`src/rtl/gpio_pad_pkg.sv`:
```
package gpio_pad_pkg;

    typedef enum logic [1:0] {
        EVM_LEVEL = 2'b00,
        EVM_RISE  = 2'b01,
        EVM_NONE  = 2'b10,
        EVM_BOTH  = 2'b11
    } evt_mode_e;

    typedef struct packed {
        logic [1:0] rst_cfg;
        evt_mode_e  mode;
        logic       inv;
        logic       tx;
    } pad_cfg_t;

    function automatic pad_cfg_t dw0_unpack(input logic [31:0] w);
        pad_cfg_t c;
        c.rst_cfg = w[31:30];
        c.mode    = evt_mode_e'(w[26:25]);
        c.inv     = w[23];
        c.tx      = w[0];
        return c;
    endfunction

    function automatic logic [31:0] dw0_pack(input pad_cfg_t c, input logic rx);
        logic [31:0] w;
        w        = '0;
        w[31:30] = c.rst_cfg;
        w[26:25] = c.mode;
        w[23]    = c.inv;
        w[1]     = rx;
        w[0]     = c.tx;
        return w;
    endfunction

    function automatic logic evt_fire(input evt_mode_e m, input logic cur, input logic prev);
        case (m)
            EVM_LEVEL: return cur;
            EVM_RISE:  return cur & ~prev;
            EVM_BOTH:  return cur ^ prev;
            default:   return 1'b0;
        endcase
    endfunction

endpackage

```
`src/rtl/gpio_pad_event.sv`:
```
module gpio_pad_event
    import gpio_pad_pkg::*;
(
    input  logic      clk,
    input  logic      rst,
    input  logic      pad_raw,
    input  logic      inv,
    input  evt_mode_e mode,
    output logic      rx_sync,
    output logic      evt
);
    logic [1:0] sync_q;
    logic       prev_q;
    logic       cur;

    assign rx_sync = sync_q[1];
    assign cur     = sync_q[1] ^ inv;
    assign evt     = evt_fire(mode, cur, prev_q);

    always_ff @(posedge clk) begin
        if (rst) begin
            sync_q <= '0;
            prev_q <= 1'b0;
        end else begin
            sync_q <= {sync_q[0], pad_raw};
            prev_q <= cur;
        end
    end

    // a rising-edge event cannot repeat in the following cycle
    p_rise_single_r6: assert property (@(posedge clk) disable iff (rst)
        (mode == EVM_RISE && evt) |=> !(mode == EVM_RISE && evt));

    // mode 10 never produces an event
    p_none_quiet_r7: assert property (@(posedge clk) disable iff (rst)
        (mode == EVM_NONE) |-> !evt);

endmodule

```
`src/rtl/gpio_irq_bank.sv`:
```
module gpio_irq_bank #(
    parameter int WIDTH = 24
) (
    input  logic             clk,
    input  logic             rst,
    input  logic [WIDTH-1:0] evt,
    input  logic             sts_we,
    input  logic             en_we,
    input  logic [31:0]      wdata,
    output logic [31:0]      sts_rd,
    output logic [31:0]      en_rd,
    output logic             pending
);
    logic [WIDTH-1:0] sts_q;
    logic [WIDTH-1:0] en_q;
    logic [WIDTH-1:0] clr;

    assign clr     = sts_we ? wdata[WIDTH-1:0] : '0;
    assign sts_rd  = 32'(sts_q);
    assign en_rd   = 32'(en_q);
    assign pending = |(sts_q & en_q);

    always_ff @(posedge clk) begin
        if (rst) begin
            sts_q <= '0;
            en_q  <= '0;
        end else begin
            sts_q <= (sts_q & ~clr) | evt;
            if (en_we) en_q <= wdata[WIDTH-1:0];
        end
    end

    // bits written with 1 and not hit by an event are clear next cycle
    p_w1c_r9: assert property (@(posedge clk) disable iff (rst)
        sts_we |=> ((sts_q & $past(wdata[WIDTH-1:0] & ~evt)) == '0));

    // every event is latched into status
    p_evt_latch_r5: assert property (@(posedge clk) disable iff (rst)
        (|evt) |=> ((sts_q & $past(evt)) == $past(evt)));

endmodule

```
`src/rtl/gpio_pad_community.sv`:
```
module gpio_pad_community
    import gpio_pad_pkg::*;
#(
    parameter int NUM_PADS      = 40,
    parameter int PADS_PER_BANK = 24,
    parameter int PAD_STRIDE    = 16,
    parameter int PADBAR        = 'h200,
    parameter int STS_BASE      = 'h100,
    parameter int EN_BASE       = 'h120,
    parameter int ADDR_W        = 12
) (
    input  logic                clk,
    input  logic                rst,
    input  logic                reg_wr,
    input  logic [ADDR_W-1:0]   reg_addr,
    input  logic [31:0]         reg_wdata,
    output logic [31:0]         reg_rdata,
    input  logic [NUM_PADS-1:0] pad_in,
    output logic [NUM_PADS-1:0] pad_out,
    output logic                irq
);
    localparam int NUM_BANKS = (NUM_PADS + PADS_PER_BANK - 1) / PADS_PER_BANK;
    localparam int STRIDE_SH = $clog2(PAD_STRIDE);
    localparam int DW_W      = STRIDE_SH - 2;
    localparam logic [ADDR_W-1:0] PTR_ADDR = ADDR_W'('h00C);
    localparam logic [ADDR_W-1:0] PAD_LO   = ADDR_W'(PADBAR);
    localparam logic [ADDR_W-1:0] PAD_HI   = ADDR_W'(PADBAR + NUM_PADS * PAD_STRIDE);

    logic              pad_hit;
    logic [ADDR_W-1:0] rel;
    logic [ADDR_W-1:0] pad_idx;
    logic [DW_W-1:0]   dw_sel;

    assign pad_hit = (reg_addr >= PAD_LO) && (reg_addr < PAD_HI);
    assign rel     = reg_addr - PAD_LO;
    assign pad_idx = rel >> STRIDE_SH;
    assign dw_sel  = rel[STRIDE_SH-1:2];

    logic [NUM_PADS-1:0] pad_sel_v;
    logic [NUM_PADS-1:0] evt_all;
    logic [31:0]         dw0_rd [NUM_PADS];
    logic [31:0]         dw1_rd [NUM_PADS];
    logic [31:0]         sts_rd [NUM_BANKS];
    logic [31:0]         en_rd  [NUM_BANKS];
    logic [NUM_BANKS-1:0] pend;

    for (genvar p = 0; p < NUM_PADS; p++) begin : g_pad
        pad_cfg_t    cfg_q;
        logic [31:0] aux_q;
        logic        rx;
        logic        we0;
        logic        we1;

        assign pad_sel_v[p] = pad_hit && (pad_idx == ADDR_W'(p));
        assign we0 = reg_wr && pad_sel_v[p] && (dw_sel == DW_W'(0));
        assign we1 = reg_wr && pad_sel_v[p] && (dw_sel == DW_W'(1));

        always_ff @(posedge clk) begin
            if (rst) begin
                cfg_q <= '0;
                aux_q <= '0;
            end else begin
                if (we0) cfg_q <= dw0_unpack(reg_wdata);
                if (we1) aux_q <= reg_wdata;
            end
        end

        gpio_pad_event u_evt (
            .clk     (clk),
            .rst     (rst),
            .pad_raw (pad_in[p]),
            .inv     (cfg_q.inv),
            .mode    (cfg_q.mode),
            .rx_sync (rx),
            .evt     (evt_all[p])
        );

        assign pad_out[p] = cfg_q.tx;
        assign dw0_rd[p]  = dw0_pack(cfg_q, rx);
        assign dw1_rd[p]  = aux_q;
    end

    for (genvar b = 0; b < NUM_BANKS; b++) begin : g_bank
        localparam int LEFT = NUM_PADS - b * PADS_PER_BANK;
        localparam int BW   = (LEFT < PADS_PER_BANK) ? LEFT : PADS_PER_BANK;
        logic sts_we;
        logic en_we;

        assign sts_we = reg_wr && (reg_addr == ADDR_W'(STS_BASE + 4 * b));
        assign en_we  = reg_wr && (reg_addr == ADDR_W'(EN_BASE + 4 * b));

        gpio_irq_bank #(.WIDTH(BW)) u_bank (
            .clk     (clk),
            .rst     (rst),
            .evt     (evt_all[b*PADS_PER_BANK +: BW]),
            .sts_we  (sts_we),
            .en_we   (en_we),
            .wdata   (reg_wdata),
            .sts_rd  (sts_rd[b]),
            .en_rd   (en_rd[b]),
            .pending (pend[b])
        );
    end

    always_comb begin
        reg_rdata = '0;
        if (reg_addr == PTR_ADDR) reg_rdata = 32'(PADBAR);
        for (int p = 0; p < NUM_PADS; p++) begin
            if (pad_sel_v[p]) begin
                if (dw_sel == DW_W'(0))      reg_rdata = dw0_rd[p];
                else if (dw_sel == DW_W'(1)) reg_rdata = dw1_rd[p];
            end
        end
        for (int b = 0; b < NUM_BANKS; b++) begin
            if (reg_addr == ADDR_W'(STS_BASE + 4 * b)) reg_rdata = sts_rd[b];
            if (reg_addr == ADDR_W'(EN_BASE + 4 * b))  reg_rdata = en_rd[b];
        end
    end

    always_ff @(posedge clk) begin
        if (rst) irq <= 1'b0;
        else     irq <= |pend;
    end

    // an enabled pending bit raises the interrupt one cycle later
    p_irq_rise_r11: assert property (@(posedge clk) disable iff (rst)
        (|pend) |=> irq);

    // with nothing enabled and pending, the interrupt drops one cycle later
    p_irq_fall_r11: assert property (@(posedge clk) disable iff (rst)
        !(|pend) |=> !irq);

endmodule

```
`config.mk`:
```
export PLATFORM = sky130hd
export DESIGN_NAME = gpio_pad_community
export DESIGN_NICKNAME = d
export VERILOG_FILES = /design/src/rtl/gpio_pad_pkg.sv /design/src/rtl/gpio_pad_event.sv /design/src/rtl/gpio_irq_bank.sv /design/src/rtl/gpio_pad_community.sv
export SDC_FILE = /design/constraint.sdc
export NUM_CORES = 2
export LEC_CHECK = 0
export BUFFER_PORTS_ARGS = -buffer_cell sky130_fd_sc_hd__buf_2
export CAP_MARGIN = 10
export CORE_ASPECT_RATIO = 0.75
export CORE_MARGIN = 5
export CORE_UTILIZATION = 47
export CTS_CLUSTER_SIZE = 12
export DETAILED_ROUTE_END_ITERATION = 6
export SYNTH_ARGS = -nofsm -noshare
export SYNTH_HDL_FRONTEND = slang
export SYNTH_HIERARCHICAL = 1
export SYNTH_SLANG_ARGS = --single-unit
export TNS_END_PERCENT = 30
```
`constraint.sdc`:
```
create_clock -name clk -period 11.8 [get_ports clk]
set_input_delay 2.36 -clock clk [delete_from_list [all_inputs] [get_ports clk]]
set_output_delay 2.36 -clock clk [all_outputs]
set_load 0.05 [all_outputs]
```
==> results.md <==
* DP Worst Slack at 1.75 ns
* Critical Path RT at 9.44 ns
* Core area at 0.160 mm2
* CTS Buf Count at 176
* Post-synth cell types at 93
* Levels on crit path at 11
* IO Port Bufs at 159
* Pin count of the biggest net entering global routing at between 200 and 250
* Grt total ovfl at 0
* Skew final at 0.0206 ns
* CTS sink cnt at between 1500 and 2000
* Worst Path Buf+Inv at 4
* Initial core utilization at 47.5%
* Period minus WS final at 10.45 ns
* CTS Hold Buffers Added at 0
* GRT Resource Usage Total at 48.3%
* Max rail drop VDD at 0.153 mV
* Area Growth Syn to Fin at 10.5%
* Max Fclk at 0.0957 GHz
* Syn Inst Count at 9979
* Syn_area_per_cell at 7.63 um2
* H-tree levels at 4
* Max Cap Violations at 1
* Clock Power Share at 46.2%
* Critical-path cell list: buf_2 > or4_1 > buf_4 > nor4_4 > buf_4 > a21oi_1 > or4b_2 > nor4_1 > a2111oi_0 > nor2_1 > buf_2
* Max FO, Critical Path at 28
* Final worst-path cycle share at between 80% and 90%
* Mapped cell area at 0.0761 mm2
* Post-CTS sizing at 0
* Max_slew headroom at -7.21%
* Commonest non-fill, non-tap cells in the layout: nand2_1, a21oi_1, dfxtp_1
* Sw frac at around a quarter
* CP max stage delay at 1.19 ns
* Synthesis-stage register bit count at approximately 1700
* Synth warn at 6
* CP max stage cell: nor4_1
* Kind of critical path: input pin to output port
* Final hold vios at 0
* WHS Path Cells at 1
* RSZ-0062 raised after global routing: no
* # IOs at 160
* Power per standard cell area at 144 mW/mm2
* CP Launch Type: input pin
* # rows at 127
* Delay-heaviest family, CP: simple AND/OR/NAND/NOR gates
* Nets at 9816
* Final setup fails at 0
* First-pass GRT wire length at roughly 580 mm
* Post-CTS Setup Inserts at 0
* DR WL/cell at 35.9 um
* Vias at between 80000 and 90000
* Worst-Skew Late Latency at a little over 0.8 ns
* Share of layout cells above drive strength 1 at 9.39%
* Number of DRC markers in iteration 0 at 15700
* HP Class: flop to flop
* Worst-margin pin slew at between 1.5 and 2 ns
* CP arrival at between 8 and 9 ns
* Worst Reg-to-Reg Cells at 5
* Hpwl dp at 282 mm
* Setup TNS at 0 ns
* Endpoint class of the critical path: output port
* Internal Power at 9.01 mW
* Top FF cell, synth: dfxtp_1
* Die Ht at about 360 um
* Lkg Pwr at 27.5 nW
* Ys async rst share at 0%
* CTS Buffer Depth at 3
* Outcome: finished, violations left
* Post-synth EDFFs at 0
* Antenna Nets Post-Route at 0
* Worst setup margin at 1.35 ns
* Number of global-route vias before repair at 70600
* CTS tree: done
* Most common cell after layout, fill and taps aside: nand2_1
* Seq/Total Area, Yosys at 45.3%
* Die width at 475 um
* Comb power frac at ~5.3%
* Full die area at 0.170 mm2
* Reg clk slew, reported paths at about 0.06 ns
* Pre-antenna DRT Iters at 7
* Via/cell ratio at 6.75
* Slew Limit Fails at 5
* Clock tree root buffer cell: clkbuf_16
* Residual DRC at 2
* Violated checks: DRC, capacitance limit, slew limit
* Routability Congestion at just over 1
* P_sw at 3.07 mW
* Initial antenna violation count at 53
* Flop pwr share at approximately 49%
* Total routed wirelength at 429 mm
-- path summary, 6_finish.rpt --
check                                         start                                    to  slack, ns
max                                     reg_addr[6]                         reg_rdata[16]       1.35
min            g_pad[13].u_evt/sync_q[0]$_SDFF_PP0_  g_pad[13].u_evt/sync_q[1]$_SDFF_PP0_       0.44
max reg2reg  g_bank[0].u_bank/en_q[18]$_SDFFE_PP0P_                        irq$_SDFF_PP0_       9.16
min reg2reg    g_pad[13].u_evt/sync_q[0]$_SDFF_PP0_  g_pad[13].u_evt/sync_q[1]$_SDFF_PP0_       0.44
-- power by group through the flow --
| stage | Clock, mW | Combinational, mW | Sequential (mW) |
|---|---|---|---|
| 2_1_floorplan | 0 | 0.308 | 5.97 |
| 3_3_place_gp | 0 | 0.594 | 5.99 |
| 3_5_place_dp | 0 | 0.596 | 5.99 |
| 4_1_cts | 5.56 | 0.597 | 5.86 |
| 5_1_grt | 5.81 | 0.628 | 5.86 |
| 6_report | 5.58 | 0.643 | 5.86 |
-- Yosys cell counts, types with 9 or more instances --
library cell	number	share of area (%)
a221o_1	33	0.43
mux2_2	30	0.44
o2111ai_1	15	0.17
buf_2	194	1.3
a211oi_1	46	0.45
a31oi_1	28	0.23
clkbuf_1	637	3.1
o21ai_0	114	0.75
a22oi_1	217	2.1
nor4_1	31	0.25
o22ai_1	99	0.81
nor3_1	61	0.40
o221ai_1	13	0.15
nand4_1	59	0.48
mux2i_1	170	2.2
a222oi_1	69	0.91
nor3_2	18	0.24
nor2_1	254	1.3
nand3_1	277	1.8
a21oi_1	1803	12
a32o_1	11	0.14
dfxtp_1	1721	45
a32oi_1	16	0.18
and3_1	17	0.14
a221oi_1	106	1.2
o211ai_1	19	0.19
buf_4	102	1.0
inv_1	48	0.24
or3_1	13	0.11
xor2_1	40	0.46
a21o_1	17	0.17
a2111oi_0	15	0.17
ha_1	42	0.69
nand2_1	3155	16
a22o_1	50	0.58
nor4_2	15	0.25
nor2_2	13	0.11
nor2b_1	134	1.1
o31ai_1	9	0.089
buf_1	64	0.32
and2_1	15	0.12
-- layer usage --
metal / up-vias / wire, um / global-route usage [%]
li1: 33600 / - / -
met1: 38800 / 164000 / 65.0
met2: 6969 / 161000 / 62.9
met3: 1337 / 76100 / 22.9
met4: 38 / 28000 / 26.2
met5: - / 387 / 0.563
-- per-stage QoR --
stage / util (%) / hold WS [ns] / total power [mW] / instances / area [um2]
2_1_floorplan: - / 0.414 / 6.28 / 10000 / 76300
3_3_place_gp: 49.0 / 0.424 / 6.58 / 11600 / 78500
3_5_place_dp: 49.0 / 0.424 / 6.58 / 11600 / 78500
4_1_cts: 52.4 / 0.438 / 12.0 / 11900 / 84000
5_1_grt: 52.4 / 0.458 / 12.3 / 11900 / 84100
6_report: 52.5 / 0.437 / 12.1 / 12000 / 84100
-- sequential cells by signal, indices dropped and copies added, names as in the netlist --
signal	cells
g_pad.aux_q	1280
dw0_rd	200
g_pad.u_evt/sync_q	80
g_bank.u_bank/en_q	40
g_bank.u_bank/sts_q	40
g_pad.u_evt/prev_q	40
pad_out	40
irq	1
-- final cells by class --
class,instances,area [um2]
diodes,33,82.6
clock buffers,252,5070
clock inverters,35,408
fillers,15400,76200
inverters,49,184
multi-input cells,7251,37800
flip-flops and latches,1721,34500
well taps,2128,2660
repair buffers,488,3470
-- kinds of logic after synthesis --
logic type | after synthesis | share of synthesized area (%)
AO/OA/AOI/OAI | 2765 | 21.7
XOR/XNOR | 40 | 0.460
adder cells (fa/ha/maj) | 42 | 0.691
buffers and inverters | 1053 | 6.10
flip-flops | 1721 | 45.3
multiplexers | 206 | 2.86
other | 2 | 0.00987
AND/OR/NAND/NOR | 4150 | 23.0
No activity file was read; power rests on OpenSTA's default activity.
